[config.mk]
export PLATFORM = sky130hd
export DESIGN_NAME = cfg_serial_port
export DESIGN_NICKNAME = d
export VERILOG_FILES = /design/src/rtl/ccp_pkg.sv /design/src/rtl/ccp_sclk_gen.sv /design/src/rtl/ccp_cfg_store.sv /design/src/rtl/cfg_serial_port.sv
export SDC_FILE = /design/constraint.sdc
export NUM_CORES = 1
export LEC_CHECK = 0
export ABC_CLOCK_PERIOD_IN_PS = 2500
export BUFFER_PORTS_ARGS = -buffer_cell sky130_fd_sc_hd__buf_4
export CAP_MARGIN = 10
export CORE_ASPECT_RATIO = 1.75
export CORE_MARGIN = 1
export CORE_UTILIZATION = 59
export DETAILED_ROUTE_END_ITERATION = 6
export PLACE_DENSITY = 0.79
export SLEW_MARGIN = 30
export SYNTH_ARGS = -nofsm -noshare
export SYNTH_HDL_FRONTEND = slang
export SYNTH_SLANG_ARGS = --single-unit
[constraint.sdc]
create_clock -name clk_i -period 2.5 [get_ports clk_i]
set_input_delay 0.625 -clock clk_i [delete_from_list [all_inputs] [get_ports clk_i]]
set_output_delay 0.625 -clock clk_i [all_outputs]
set_load 0.02 [all_outputs]
[src/rtl/ccp_pkg.sv]
package ccp_pkg;
   typedef enum logic {
      DIR_WRITE = 1'b0,
      DIR_READ  = 1'b1
   } ccp_dir_e;
endpackage

[src/rtl/ccp_sclk_gen.sv]
module ccp_sclk_gen #(
   parameter int HALF_DIV = 2
) (
   input  logic clk_i,
   input  logic rst_ni,
   input  logic en_i,
   output logic sclk_o,
   output logic rise_o,
   output logic fall_o
);
   logic tick;

   generate
      if (HALF_DIV == 1) begin : g_nodiv
         assign tick = en_i;
      end else begin : g_div
         localparam int DW = $clog2(HALF_DIV);
         localparam logic [DW-1:0] LAST = DW'(HALF_DIV - 1);
         logic [DW-1:0] cnt_q;
         always_ff @(posedge clk_i or negedge rst_ni) begin
            if (!rst_ni)                   cnt_q <= '0;
            else if (!en_i || cnt_q == LAST) cnt_q <= '0;
            else                           cnt_q <= cnt_q + 1'b1;
         end
         assign tick = en_i && (cnt_q == LAST);
      end
   endgenerate

   assign rise_o = tick & ~sclk_o;
   assign fall_o = tick &  sclk_o;

   always_ff @(posedge clk_i or negedge rst_ni) begin
      if (!rst_ni)    sclk_o <= 1'b0;
      else if (!en_i) sclk_o <= 1'b0;
      else if (tick)  sclk_o <= ~sclk_o;
   end

   // a rise pulse is followed by a high clock, a fall pulse by a low one
   p_rise_high_r2: assert property (@(posedge clk_i) disable iff (!rst_ni)
      rise_o |=> sclk_o);
   p_fall_low_r2: assert property (@(posedge clk_i) disable iff (!rst_ni)
      fall_o |=> !sclk_o);
endmodule

[src/rtl/ccp_cfg_store.sv]
module ccp_cfg_store #(
   parameter int NORM_W = 24,
   parameter int EXT_W  = 48,
   parameter logic [EXT_W-1:0] CFG_DEFAULT = '0
) (
   input  logic             clk_i,
   input  logic             rst_ni,
   input  logic             wr_lo_i,
   input  logic             wr_all_i,
   input  logic [EXT_W-1:0] d_i,
   output logic [EXT_W-1:0] q_o
);
   always_ff @(posedge clk_i or negedge rst_ni) begin
      if (!rst_ni)       q_o <= CFG_DEFAULT;
      else if (wr_all_i) q_o <= d_i;
      else if (wr_lo_i)  q_o[NORM_W-1:0] <= d_i[NORM_W-1:0];
   end

   // a short commit never touches the upper part
   p_upper_kept_r3: assert property (@(posedge clk_i) disable iff (!rst_ni)
      (wr_lo_i && !wr_all_i) |=> $stable(q_o[EXT_W-1:NORM_W]));
endmodule

[src/rtl/cfg_serial_port.sv]
module cfg_serial_port #(
   parameter int NORM_W      = 24,
   parameter int EXT_W       = 48,
   parameter int EXT_BIT     = 21,
   parameter int LONG_RD_BIT = 18,
   parameter int HALF_DIV    = 2,
   parameter logic [EXT_W-1:0] CFG_DEFAULT = 48'h0000_0014_4C93
) (
   input  logic             clk_i,
   input  logic             rst_ni,
   input  logic             sync_i,
   input  logic             reg_sel_i,
   input  logic             rd_wr_i,
   input  logic             txd_i,
   input  logic             dem_rxd_i,
   output logic             sclk_o,
   output logic             rxd_o,
   output logic             busy_o,
   output logic             done_o,
   output logic [EXT_W-1:0] cfg_o
);
   import ccp_pkg::*;

   localparam int CW = $clog2(EXT_W + 2);
   localparam logic [CW-1:0] LEN_N   = CW'(NORM_W);
   localparam logic [CW-1:0] LEN_E   = CW'(EXT_W);
   localparam logic [CW-1:0] LEN_SAT = CW'(EXT_W + 1);
   localparam int PAD = EXT_W - NORM_W;

   generate
      if (EXT_W <= NORM_W) begin : g_bad_len
         $error("EXT_W must exceed NORM_W");
      end
      if (EXT_BIT >= NORM_W || LONG_RD_BIT >= NORM_W) begin : g_bad_bit
         $error("mode bits must lie in the normal part");
      end
      if (HALF_DIV < 1) begin : g_bad_div
         $error("HALF_DIV must be at least 1");
      end
   endgenerate

   logic             req, active_q, start, stop, done_q;
   ccp_dir_e         dir_q;
   logic [CW-1:0]    bits_q, rd_len_q;
   logic [EXT_W-1:0] wsh_q, rsh_q, cfg;
   logic             ext_on, long_rd, clk_en, rise, fall;
   logic             wr_lo, wr_all;

   assign req     = reg_sel_i & sync_i;
   assign start   = req & ~active_q;
   assign stop    = ~req & active_q;
   assign ext_on  = cfg[EXT_BIT];
   assign long_rd = ext_on & cfg[LONG_RD_BIT];
   assign clk_en  = active_q & ~((dir_q == DIR_READ) & (bits_q == rd_len_q));

   ccp_sclk_gen #(.HALF_DIV(HALF_DIV)) u_sclk (
      .clk_i  (clk_i),
      .rst_ni (rst_ni),
      .en_i   (clk_en),
      .sclk_o (sclk_o),
      .rise_o (rise),
      .fall_o (fall)
   );

   always_ff @(posedge clk_i or negedge rst_ni) begin
      if (!rst_ni) begin
         active_q <= 1'b0;
         dir_q    <= DIR_READ;
         bits_q   <= '0;
         rd_len_q <= LEN_N;
         wsh_q    <= '0;
         rsh_q    <= '0;
         done_q   <= 1'b0;
      end else begin
         active_q <= req;
         done_q   <= stop;
         if (start) begin
            dir_q    <= ccp_dir_e'(rd_wr_i);
            bits_q   <= '0;
            rd_len_q <= long_rd ? LEN_E : LEN_N;
            rsh_q    <= long_rd ? cfg : {cfg[NORM_W-1:0], {PAD{1'b0}}};
         end else if (active_q) begin
            if (rise && bits_q != LEN_SAT) bits_q <= bits_q + 1'b1;
            if (rise && dir_q == DIR_WRITE) wsh_q <= {wsh_q[EXT_W-2:0], txd_i};
            if (fall && dir_q == DIR_READ)  rsh_q <= {rsh_q[EXT_W-2:0], 1'b0};
         end
      end
   end

   assign wr_lo  = stop & (dir_q == DIR_WRITE) & (bits_q == LEN_N);
   assign wr_all = stop & (dir_q == DIR_WRITE) & (bits_q == LEN_E) & ext_on;

   ccp_cfg_store #(
      .NORM_W(NORM_W), .EXT_W(EXT_W), .CFG_DEFAULT(CFG_DEFAULT)
   ) u_store (
      .clk_i    (clk_i),
      .rst_ni   (rst_ni),
      .wr_lo_i  (wr_lo),
      .wr_all_i (wr_all),
      .d_i      (wsh_q),
      .q_o      (cfg)
   );

   assign cfg_o  = cfg;
   assign busy_o = active_q;
   assign done_o = done_q;
   assign rxd_o  = (active_q && dir_q == DIR_READ) ? rsh_q[EXT_W-1] : dem_rxd_i;

   // no serial clock once the session is closed
   p_idle_clock_low_r2: assert property (@(posedge clk_i) disable iff (!rst_ni)
      !active_q |=> !sclk_o);
   // the word only moves at the close of a write session
   p_cfg_hold_r4: assert property (@(posedge clk_i) disable iff (!rst_ni)
      !(stop && dir_q == DIR_WRITE) |=> $stable(cfg_o));
   // a read never clocks more bits than its length
   p_read_len_r6: assert property (@(posedge clk_i) disable iff (!rst_ni)
      (active_q && dir_q == DIR_READ) |-> bits_q <= rd_len_q);
   // read data holds while the serial clock is high
   p_rxd_steady_r7: assert property (@(posedge clk_i) disable iff (!rst_ni)
      (req && active_q && dir_q == DIR_READ && sclk_o && !fall) |=> $stable(rxd_o));
   // asynchronous mode keeps the port idle
   p_async_idle_r8: assert property (@(posedge clk_i) disable iff (!rst_ni)
      !sync_i |=> !busy_o);
   // done follows a busy cycle
   p_done_after_r9: assert property (@(posedge clk_i) disable iff (!rst_ni)
      done_o |-> $past(busy_o));
endmodule

# Yosys cells after proc, flatten, opt, wreduce, memory -nomap -nowiden

Cells that the tools add are included.

Add/subtract/negate cells: 2
Equal/unequal tests: 5
Multiplexer cells: 14
Bitwise logic cells: 18
Reduce and logical (&&, ||, !) cells: 14

Operators with widths:

| kind                                                 | count |
|---|---|
| two-way mux 48 bit                                   | 4 |
| two-way mux 24 bit                                   | 2 |
| two-way mux 6 bit                                    | 4 |
| bitwise AND 1 bit                                    | 12 |
| nonzero test 2 bit                                   | 4 |
| adder 6 x 1 -> 6 bit (second input constant)         | 1 |
| equality test 6 x 5 -> 1 bit (second input constant) | 1 |
| equality test 6 bit                                  | 1 |
| equality test 6 bit (second input constant)          | 1 |
| inequality test 6 bit (second input constant)        | 1 |
| NOT 1 bit                                            | 6 |
| logical AND 1 bit                                    | 5 |
| two-way mux 1 bit                                    | 4 |
| AND reduction 2 bit                                  | 2 |
| AND reduction 3 bit                                  | 1 |
| inequality test 2 bit (second input constant)        | 1 |
| adder 1 bit (second input constant)                  | 1 |
| logical NOT 1 bit                                    | 1 |
| logical OR 1 bit                                     | 1 |

Register bits: 161
Input bits: 7
Output and inout port bits: 52
Logic and storage cells: 64

# Depth between registers and ports, before layout

Gate-level depths: netlist (run 1).

Word-level depth: 10
Depth in mapped cells: 8
Gate-level depth less buffers: 6

# Modules after synthesis

A second synthesis (run 1) with hierarchy kept.

Cells, all modules: 570
Area, all modules: 6970.4 µm²

Modules (own cells, without submodules):

| module          | instances | cells an instance | area each (µm²) | seq. area each (µm²) |
|---|---|---|---|---|
| cfg_serial_port | 1         | 460               | 4967.3          | 2680.1 |
| ccp_cfg_store   | 1         | 102               | 1914.3          | 1212.4 |
| ccp_sclk_gen    | 1         | 8                 | 88.8            | 50.0 |

# Least setup slack after synthesis (run 1)

OpenSTA, ideal clock, no wires.

Path kind: input to register
Start: input reg_sel_i
End: register u_store.q_o[12]
Setup time: 0.125 ns
Arrival: 1.755 ns
Data required time: 2.375 ns
Setup slack: 0.621 ns
Stages: 5
Path buffers: 1
Cells stage by stage: and2_1 nor4_1 o21ai_1 buf_2 mux2_2

Cells in the longest elaborated chain, start to end: 7
Elaborated cells on any way between the ends: 9
Those cells by class: mux: 1; bitwise: 7; reduce/logical: 1

Ends and longest elaborated chain:

| what                                                     | line                                         | RTL |
|---|---|---|
| from (decl)                                              | cfg_serial_port.sv:12                        | `input logic reg_sel_i,` |
| bitwise AND 1 bit *                                      | cfg_serial_port.sv:49                        | `assign req = reg_sel_i & sync_i;` |
| NOT 1 bit *                                              | cfg_serial_port.sv:51                        | `assign stop = ~req & active_q;` |
| bitwise AND 1 bit *                                      | cfg_serial_port.sv:51                        |  |
| bitwise AND 1 bit *                                      | cfg_serial_port.sv:90, cfg_serial_port.sv:91 |  |
| bitwise AND 1 bit (2 in a row)                           | cfg_serial_port.sv:91                        | `assign wr_all = stop & (dir_q == DIR_WRITE) & (bits_q == LEN_E) & ext_on;` |
| two-way mux 24 bit or nonzero test 2 bit (tied branches) | n/a                                          |  |
| to (signal assigned)                                     | ccp_cfg_store.sv:15                          | `else if (wr_all_i) q_o <= d_i;` |
| to (signal, indexed assignment)                          | ccp_cfg_store.sv:16                          | `else if (wr_lo_i) q_o[NORM_W-1:0] <= d_i[NORM_W-1:0];` |
| to (decl)                                                | ccp_cfg_store.sv:11                          | `output logic [EXT_W-1:0] q_o` |

Every way passes the cells marked *; elsewhere a longest branch is shown, timed or not.
A chain may end at the register's enable or synchronous reset.

# Worst setup path after layout (run 1)

Start: register dir_q
End: output rxd_o

Cells in the longest elaborated chain, start to end: 2

Ends and longest elaborated chain:

| what                   | line                   | RTL |
|---|---|---|
| from (decl)            | cfg_serial_port.sv:43  | `ccp_dir_e dir_q;` |
| from (signal assigned) | cfg_serial_port.sv:78  | `dir_q <= ccp_dir_e'(rd_wr_i);` |
| logical AND 1 bit      | cfg_serial_port.sv:107 | `assign rxd_o = (active_q && dir_q == DIR_READ) ? rsh_q[EXT_W-1] : dem_rxd_i;` |
| two-way mux 1 bit      | cfg_serial_port.sv:107 |  |
| to (decl)              | cfg_serial_port.sv:17  | `output logic rxd_o,` |

Every way passes these cells.

==> results of run 1 <==
[flip-flops by register name, indices dropped and copies added (netlist names)]
name / count
rsh_q: 48
done_o: 1
busy_o: 1
u_store.q_o: 48
dir_q: 1
u_sclk.g_div.cnt_q: 1
rd_len_q: 2
u_sclk.sclk_o: 1
wsh_q: 48
bits_q: 6
[critical path, delay by kind of cell (launching register included)]
| kind | cells | cell delay, ns |
|---|---|---|
| and+or+nand+nor | 1 | 0.08 |
| buffers and inverters | 1 | 0.16 |
| muxes | 1 | 0.27 |
| DFF | 1 | 0.61 |
[logic make-up after synthesis]
logic type,Yosys count,synth area share (%)
and+or+nand+nor,107,6.53
AOI/OAI and AO/OA,57,4.39
DFF,157,57.0
xor gates and xnor gates,6,0.759
buffers and inverters,40,2.84
muxes,168,28.0
adders and majority gates,3,0.543
[cell type report]
| type | count | area (um2) | share of cell area, % |
|---|---|---|---|
| flip-flops and latches | 157 | 3940 | 47.9 |
| clock buffers | 20 | 457 | 5.55 |
| repair buffers | 72 | 607 | 7.37 |
| clock inverters | 12 | 216 | 2.63 |
| inverters | 10 | 37.5 | 0.456 |
| multi-input cells | 341 | 2800 | 34.1 |
| well taps | 135 | 169 | 2.05 |
[per-layer routing]
metal / routed length, um / share of wire [%] / GRT usage [%]
met5: 0 / 0 / 0
met4: 274 / 1.9 / 9.83
met3: 404 / 2.9 / 5.57
met2: 8020 / 57 / 46.4
met1: 5410 / 38 / 28.4
[placed cells by master (no fill, tap or decap), types with 2 or more instances in the layout]
master,count
clkinv_2,4
nor2b_1,2
and2_1,2
o21ai_0,48
inv_1,10
mux2_4,20
nor4_1,2
or3_1,3
dfrtp_1,146
mux2_2,122
buf_4,66
nor2_1,10
ha_1,3
buf_12,5
a21oi_1,3
nand2_1,79
mux2i_1,26
xor2_1,4
clkbuf_8,2
nand3b_1,3
bufinv_16,6
xnor2_1,2
dfstp_2,11
clkbuf_16,17
[path summary, 6_finish.rpt]
check | depth (start not counted) | slack [ns] | end
max reg2reg | 7 | 0.36 | rsh_q[33]
min reg2reg | 1 | 0.51 | rsh_q[16]
min in group clk_i | 3 | 0.42 | dir_q
max in group asynchronous | 2 | 1.61 | u_store.q_o[4]
max | 3 | 0.34 | rxd_o
min | 1 | 0.21 | rsh_q[39]
[power groups by stage]
| stage | logic, mW | registers (mW) | clock network (mW) |
|---|---|---|---|
| after CTS | 0.528 | 2.85 | 2.96 |
| after global routing | 0.577 | 2.87 | 3.07 |
| after global placement | 0.488 | 2.88 | 0 |
| final | 0.519 | 2.85 | 2.93 |
| after floorplan | 0.367 | 2.85 | 0 |
| after detailed placement | 0.516 | 2.89 | 0 |
[stage by stage]
stage                     total power, mW  setup slack [ns]  hold slack [ns]  util [%]
after floorplan                      3.22             0.621            0.329         -
after global placement               3.37             0.401            0.481      65.6
after detailed placement             3.41             0.354            0.492      65.6
after CTS                            6.34             0.319            0.230      71.5
after global routing                 6.52             0.231            0.257      71.5
final                                6.30             0.337            0.207      71.5
==> key figures, run 1 <==
Timing
  • Worst Max-Slew Pin Slew: 0.810 ns
  • Layout Skew: 0.00823 ns
  • Slew margin rel.: 45.6%
  • Tmin final: 2.16 ns
  • Tcrit/Tclk final: 86.5%
  • Final Hold Fails: 0
  • Final setup fails: 0
  • RSZ-0062 raised after global routing: false
  • Slew Viols, Final: 0
  • Fmax: ~460 MHz
  • Total negative setup slack: 0 ns

Critical path
  • Cell chain of the critical path: nand2_1 > mux2_2 > buf_4
  • Max stage delay on crit path: 0.61 ns
  • Crit Path Class: reg -> out
  • CP startpoint: dir_q
  • CP arrival: 1.54 ns
  • Worst Setup Start Kind: flop
  • FF-to-FF Start: bits_q[0]
  • Critical Path RT: 1.88 ns
  • Crit. End Element: output port
  • Critical path fanouts, max: 6
  • Slowest CP cell: dfstp_2

Yosys
  • Mapped Cells: 538
  • Synth warn: 0
  • Main synth FF type: dfrtp_1
  • Leading area contributor after synthesis: dfrtp_1
  • FFs w/ async S/R, synth: 100%
  • Synthesized area per cell: approximately 13 um2
  • Top cells by area, synth: dfrtp_1 53%, mux2_2 20%, mux2_4 4.3%, nand2_1 4.3%, dfstp_2 4.2%
  • Number of synthesized register bits: 157
  • Area share of the largest cell type after synthesis: 52.8%
  • Seq/Total Area, Yosys: 57.0%
  • Post-synth EDFFs: 0
  • Mapped Area: 6920 um2
  • Netlist cell types: 31
  • Cell with the most instances after synthesis: dfrtp_1
  • Synth Net Count: roughly 550
  • Commonest cells in the synthesized netlist: 146 x dfrtp_1, 122 x mux2_2, 79 x nand2_1

Pwr
  • Max VDD drop: 638 uV
  • Pwr/cell area: 765 nW/um2
  • Sw Ratio: 21.8%
  • Combinational cell fraction of total power: 8.2%
  • Int Power: 4.93 mW
  • Sequential power share: 45.3%
  • Clock power share: 46.5%
  • Net load switching power: 1.37 mW
  • Leak Pwr: 3.98 nW

Route
  • Final ANT Viol Nets: 0
  • Vias: 4331
  • Initial DRC count: 242
  • Routed WL per cell: ~19 um
  • Drt first pass iters: 7
  • Routed wire length: 14100 um
  • DR DRC count: 8
  • Via density per instance: 5.80

Global route
  • Total GRT Usage: 25.4%
  • Initial antenna violation count: 0
  • Global route overflow: 0
  • Vias in the first global route: 4746
  • Largest net degree at the start of global routing: 69
  • Global-route wire length before repair: 23900 um

Cells and area
  • Non-Filler Instances: 747
  • Layout cells sized above 1: 42.8%
  • Post-route cell area: 8230 um2
  • Synth-to-layout area growth: 19.0%
  • FILL cells: between 700 and 800
  • N_diodes: 0
  • Final net count: between 600 and 700

Clock network
  • Clock tree buffer depth: 2
  • Clock latency on the worst-skew pair: 0.42 ns
  • Clock transition at path regs: 0.06 ns
  • Root buffer cell: clkbuf_16
  • CTS H-tree depth: 4
  • Clk sinks: around 160
  • Hold buffer count at cts: 0
  • CTS tree: yes
  • Postcts setup bufs: 0
  • CTS buffer count: 17
  • PostCTS Resize Cnt: 0

Floorplan
  • Core ar.: 11500 um2
  • Initial Util: 60.1%
  • Row count: 52
  • I/O pin count: around 60
  • Die Y: 145 um
  • Die area: 12200 um2
  • Die width: 83.9 um

Run
  • Max_cap viols: 0

Status
  • Failing checks: DRC
  • Outcome: complete, but fails checks

Placed design
  • Gp weighted congestion: 0.874
  • Placement Cell Area: 7560 um2
  • Placed Cells incl. Taps: approximately 720
  • Port-buffer cells: 58
  • DP Wirelength: roughly 9000 um

Hold path
  • Worst hold path class: in -> async
No activity file was read; power rests on OpenSTA's default activity.
==> inputs of run 2 (changes only) <==
--- a/config.mk
+++ b/config.mk
@@ -7,12 +7,13 @@
 export LEC_CHECK = 0
 export ABC_CLOCK_PERIOD_IN_PS = 2500
 export BUFFER_PORTS_ARGS = -buffer_cell sky130_fd_sc_hd__buf_4
-export CAP_MARGIN = 10
+export CAP_MARGIN = 20
 export CORE_ASPECT_RATIO = 1.75
 export CORE_MARGIN = 1
-export CORE_UTILIZATION = 59
+export CORE_UTILIZATION = 62
+export CTS_BUF_LIST = sky130_fd_sc_hd__clkbuf_4
 export DETAILED_ROUTE_END_ITERATION = 6
-export PLACE_DENSITY = 0.79
+export PLACE_DENSITY = 0.82
 export SLEW_MARGIN = 30
 export SYNTH_ARGS = -nofsm -noshare
 export SYNTH_HDL_FRONTEND = slang
==> run 2 against run 1 <==
  * The run now ends clean
  * Critical path depth stayed put
  * Clock skew is 0.014 ns higher
  * Fmax is 5.6% lower
  * Register-to-register slack hardly changed
  * Global-route usage is 0.053 points higher
  * Clock-buffer cell count is 1 lower
  * Largest cell class unchanged
==> key figures, run 2 (same netlist as run 1, synthesis figures left out) <==
Status
  • Outcome: completed

Timing
  • Slew margin rel.: 69.7% (+24 points)
  • RSZ-0062 raised after global routing: false
  • Total negative setup slack: 0 ns (unchanged)
  • Tcrit/Tclk final: 91.7% (+5.2 points)
  • Fmax: 436 MHz (-5.6%)
  • Final Hold Fails: 0 (unchanged)
  • Slew Viols, Final: 0 (unchanged)
  • Final setup fails: 0 (unchanged)
  • Tmin final: 2.29 ns (+0.129 ns)
  • Layout Skew: 0.0217 ns (+0.0135 ns)
  • Worst Max-Slew Pin Slew: 0.451 ns (-0.359 ns)

Pwr
  • Pwr/cell area: 598 nW/um2 (-22%)
  • Clock power share: 27.9% (-19 points)
  • Sw Ratio: 25.1% (+3.3 points)
  • Int Power: 3.48 mW (-29%)
  • Combinational cell fraction of total power: 10.8% (+2.6 points)
  • Leak Pwr: 3.78 nW (-5.1%)
  • Final Power: 4.64 mW (-26%)
  • Max VDD drop: 446 uV (-30%)
  • Net load switching power: 1.16 mW (-15%)
  • Sequential power share: 61.3% (+16 points)

Route
  • Initial DRC count: 236 (-2.5%)
  • Routed wire length: 13100 um (-6.8%)
  • Routed WL per cell: 17.7 um (-6.1%)
  • Final ANT Viol Nets: 0 (unchanged)
  • Vias: 4238 (-2.1%)
  • DR DRC count: 0 (-8)
  • Drt first pass iters: 4 (-3)
  • Via density per instance: 5.72 (-1.4%)

Placed design
  • Port-buffer cells: 58 (unchanged)
  • DP Wirelength: 8640 um (-3.1%)
  • Gp weighted congestion: 0.779 (-11%)
  • Placed Cells incl. Taps: 709 (-0.84%)

Global route
  • Met2 Use GR: 43.4% (-3.0 points)
  • GR met3 Demand/Resource: 5.02% (-0.56 points)
  • Global-route wire length before repair: 22000 um (-8.3%)
  • GR Util met1: 31.3% (+2.9 points)
  • Busiest grt layer: met2
  • Total GRT Usage: 25.5% (+0.053 points)
  • Global route overflow: 0 (unchanged)
  • Largest net degree at the start of global routing: 99 (+43%)
  • Vias in the first global route: 4446 (-6.3%)
  • Initial antenna violation count: 1 (+1)

Clock network
  • Clock latency on the worst-skew pair: 0.53 ns (+0.11 ns)
  • PostCTS Resize Cnt: 0 (unchanged)
  • Postcts setup bufs: 0 (unchanged)
  • CTS buffer count: 17 (unchanged)
  • Clock tree buffer depth: 2 (unchanged)
  • Clk sinks: 157 (unchanged)
  • CTS tree: yes
  • Root buffer cell: clkbuf_4
  • CTS H-tree depth: 4 (unchanged)
  • Clock transition at path regs: 0.12 ns (+0.06 ns)

Hold path
  • Worst hold path class: in -> reg
  • Hold Path Depth: 3

Critical path
  • Max stage delay on crit path: 0.63 ns (+0.02 ns)
  • Worst Setup Start Kind: flop
  • Slowest CP cell: dfstp_2
  • Critical Path RT: 1.88 ns (about the same)
  • Reg2reg path depth: 7 (unchanged)
  • Crit. End Element: output port
  • CP arrival: 1.67 ns (+0.13 ns)
  • Cell chain of the critical path: nand2_1 > mux2_2 > buf_4
  • R2R setup slack: 0.37 ns (about the same)
  • Crit Path Class: reg -> out
  • Critical path fanouts, max: 6 (unchanged)

Floorplan
  • Initial Util: 64.3% (+4.2 points)
  • Die Y: 142 um (-2.4%)
  • Core ar.: 10800 um2 (-6.6%)
  • I/O pin count: 59 (unchanged)
  • Row count: 50 (-3.8%)
  • Die area: 11600 um2 (-4.7%)
  • Die width: 81.9 um (-2.4%)

Cells and area
  • Utilization after layout: 72.2% (+0.70 points)
  • Non-Filler Instances: 741 (-0.80%)
  • Layout cells sized above 1: 42.1% (-0.68 points)
  • Synth-to-layout area growth: 12.3%
  • Footprint of the multi-input gates: 2800 um2 (unchanged)
  • Final net count: 609 (unchanged)
  • Register area: 3940 um2 (unchanged)
  • FILL cells: 743 (-3.9%)
  • Most frequent cells in the layout: 146 x dfrtp_1, 122 x mux2_2, 79 x nand2_1
  • Commonest non-fill, non-tap cell in the layout: dfrtp_1
  • Largest registers: rsh_q x48, u_store.q_o x48, wsh_q x48

Run
  • Max_cap viols: 0 (unchanged)
## run 2: cell count changes in the layout (fill, tap and decap cells not counted), moves of 2 or more
cell,delta
clkbuf_4,+19
clkbuf_16,-17
bufinv_16,-5
clkinv_1,+3
clkbuf_8,-2
clkinv_2,+2
## run 2: path summary, 6_finish.rpt
kind	from	endpoint
worst max-delay path	dir_q	rxd_o
worst min-delay path	rd_wr_i	dir_q
worst max register to register	bits_q[0]	rsh_q[35]
worst min register to register	rd_len_q[3]	rd_len_q[3]
max in group asynchronous	rst_ni	u_store.q_o[11]
min in group asynchronous	rst_ni	done_o
## run 2: layout make-up
cell class / instances / area share, %
flip-flops and latches: 157 / 50.8
multi-input cells: 341 / 36.1
repair buffers: 72 / 7.68
well taps: 130 / 2.09
clock buffers: 19 / 1.84
clock inverters: 11 / 1.01
inverters: 10 / 0.483
diodes: 1 / 0.0322
## run 2: per-stage QoR
| stage | worst slack, ns | hold WS, ns | cell area, um2 |
|---|---|---|---|
| 6_report | 0.208 | 0.277 | 7770 |
| 5_1_grt | 0.101 | 0.235 | 7770 |
| 4_1_cts | 0.165 | 0.243 | 7760 |
| 3_5_place_dp | 0.373 | 0.491 | 7530 |
| 3_3_place_gp | 0.397 | 0.489 | 7530 |
| 2_1_floorplan | 0.621 | 0.329 | 6920 |
## run 2: per-layer routing
layer,vias up,wire length [um]
met4,0,217
li1,1985,-
met2,71,7310
met5,-,0
met1,2162,5260
met3,20,358
## run 2: power by group through the flow
stage / Combinational [mW] / Sequential (mW) / Clock, mW
2_1_floorplan: 0.367 / 2.85 / 0
3_3_place_gp: 0.481 / 2.88 / 0
3_5_place_dp: 0.505 / 2.89 / 0
4_1_cts: 0.510 / 2.84 / 1.33
5_1_grt: 0.562 / 2.87 / 1.45
6_report: 0.502 / 2.85 / 1.30
## run 2: repair_timing
action,CTS,global route
hold buffers,1,0
hold endpoints to repair,18,0
setup endpoints to repair,0,0
## run 2: critical path: cells and delay by family, from the launching register on
family                 cells  cell delay [ns]
DFF                        1             0.63
muxes                      1             0.28
buffers and inverters      1             0.16
and+or+nand+nor            1             0.08
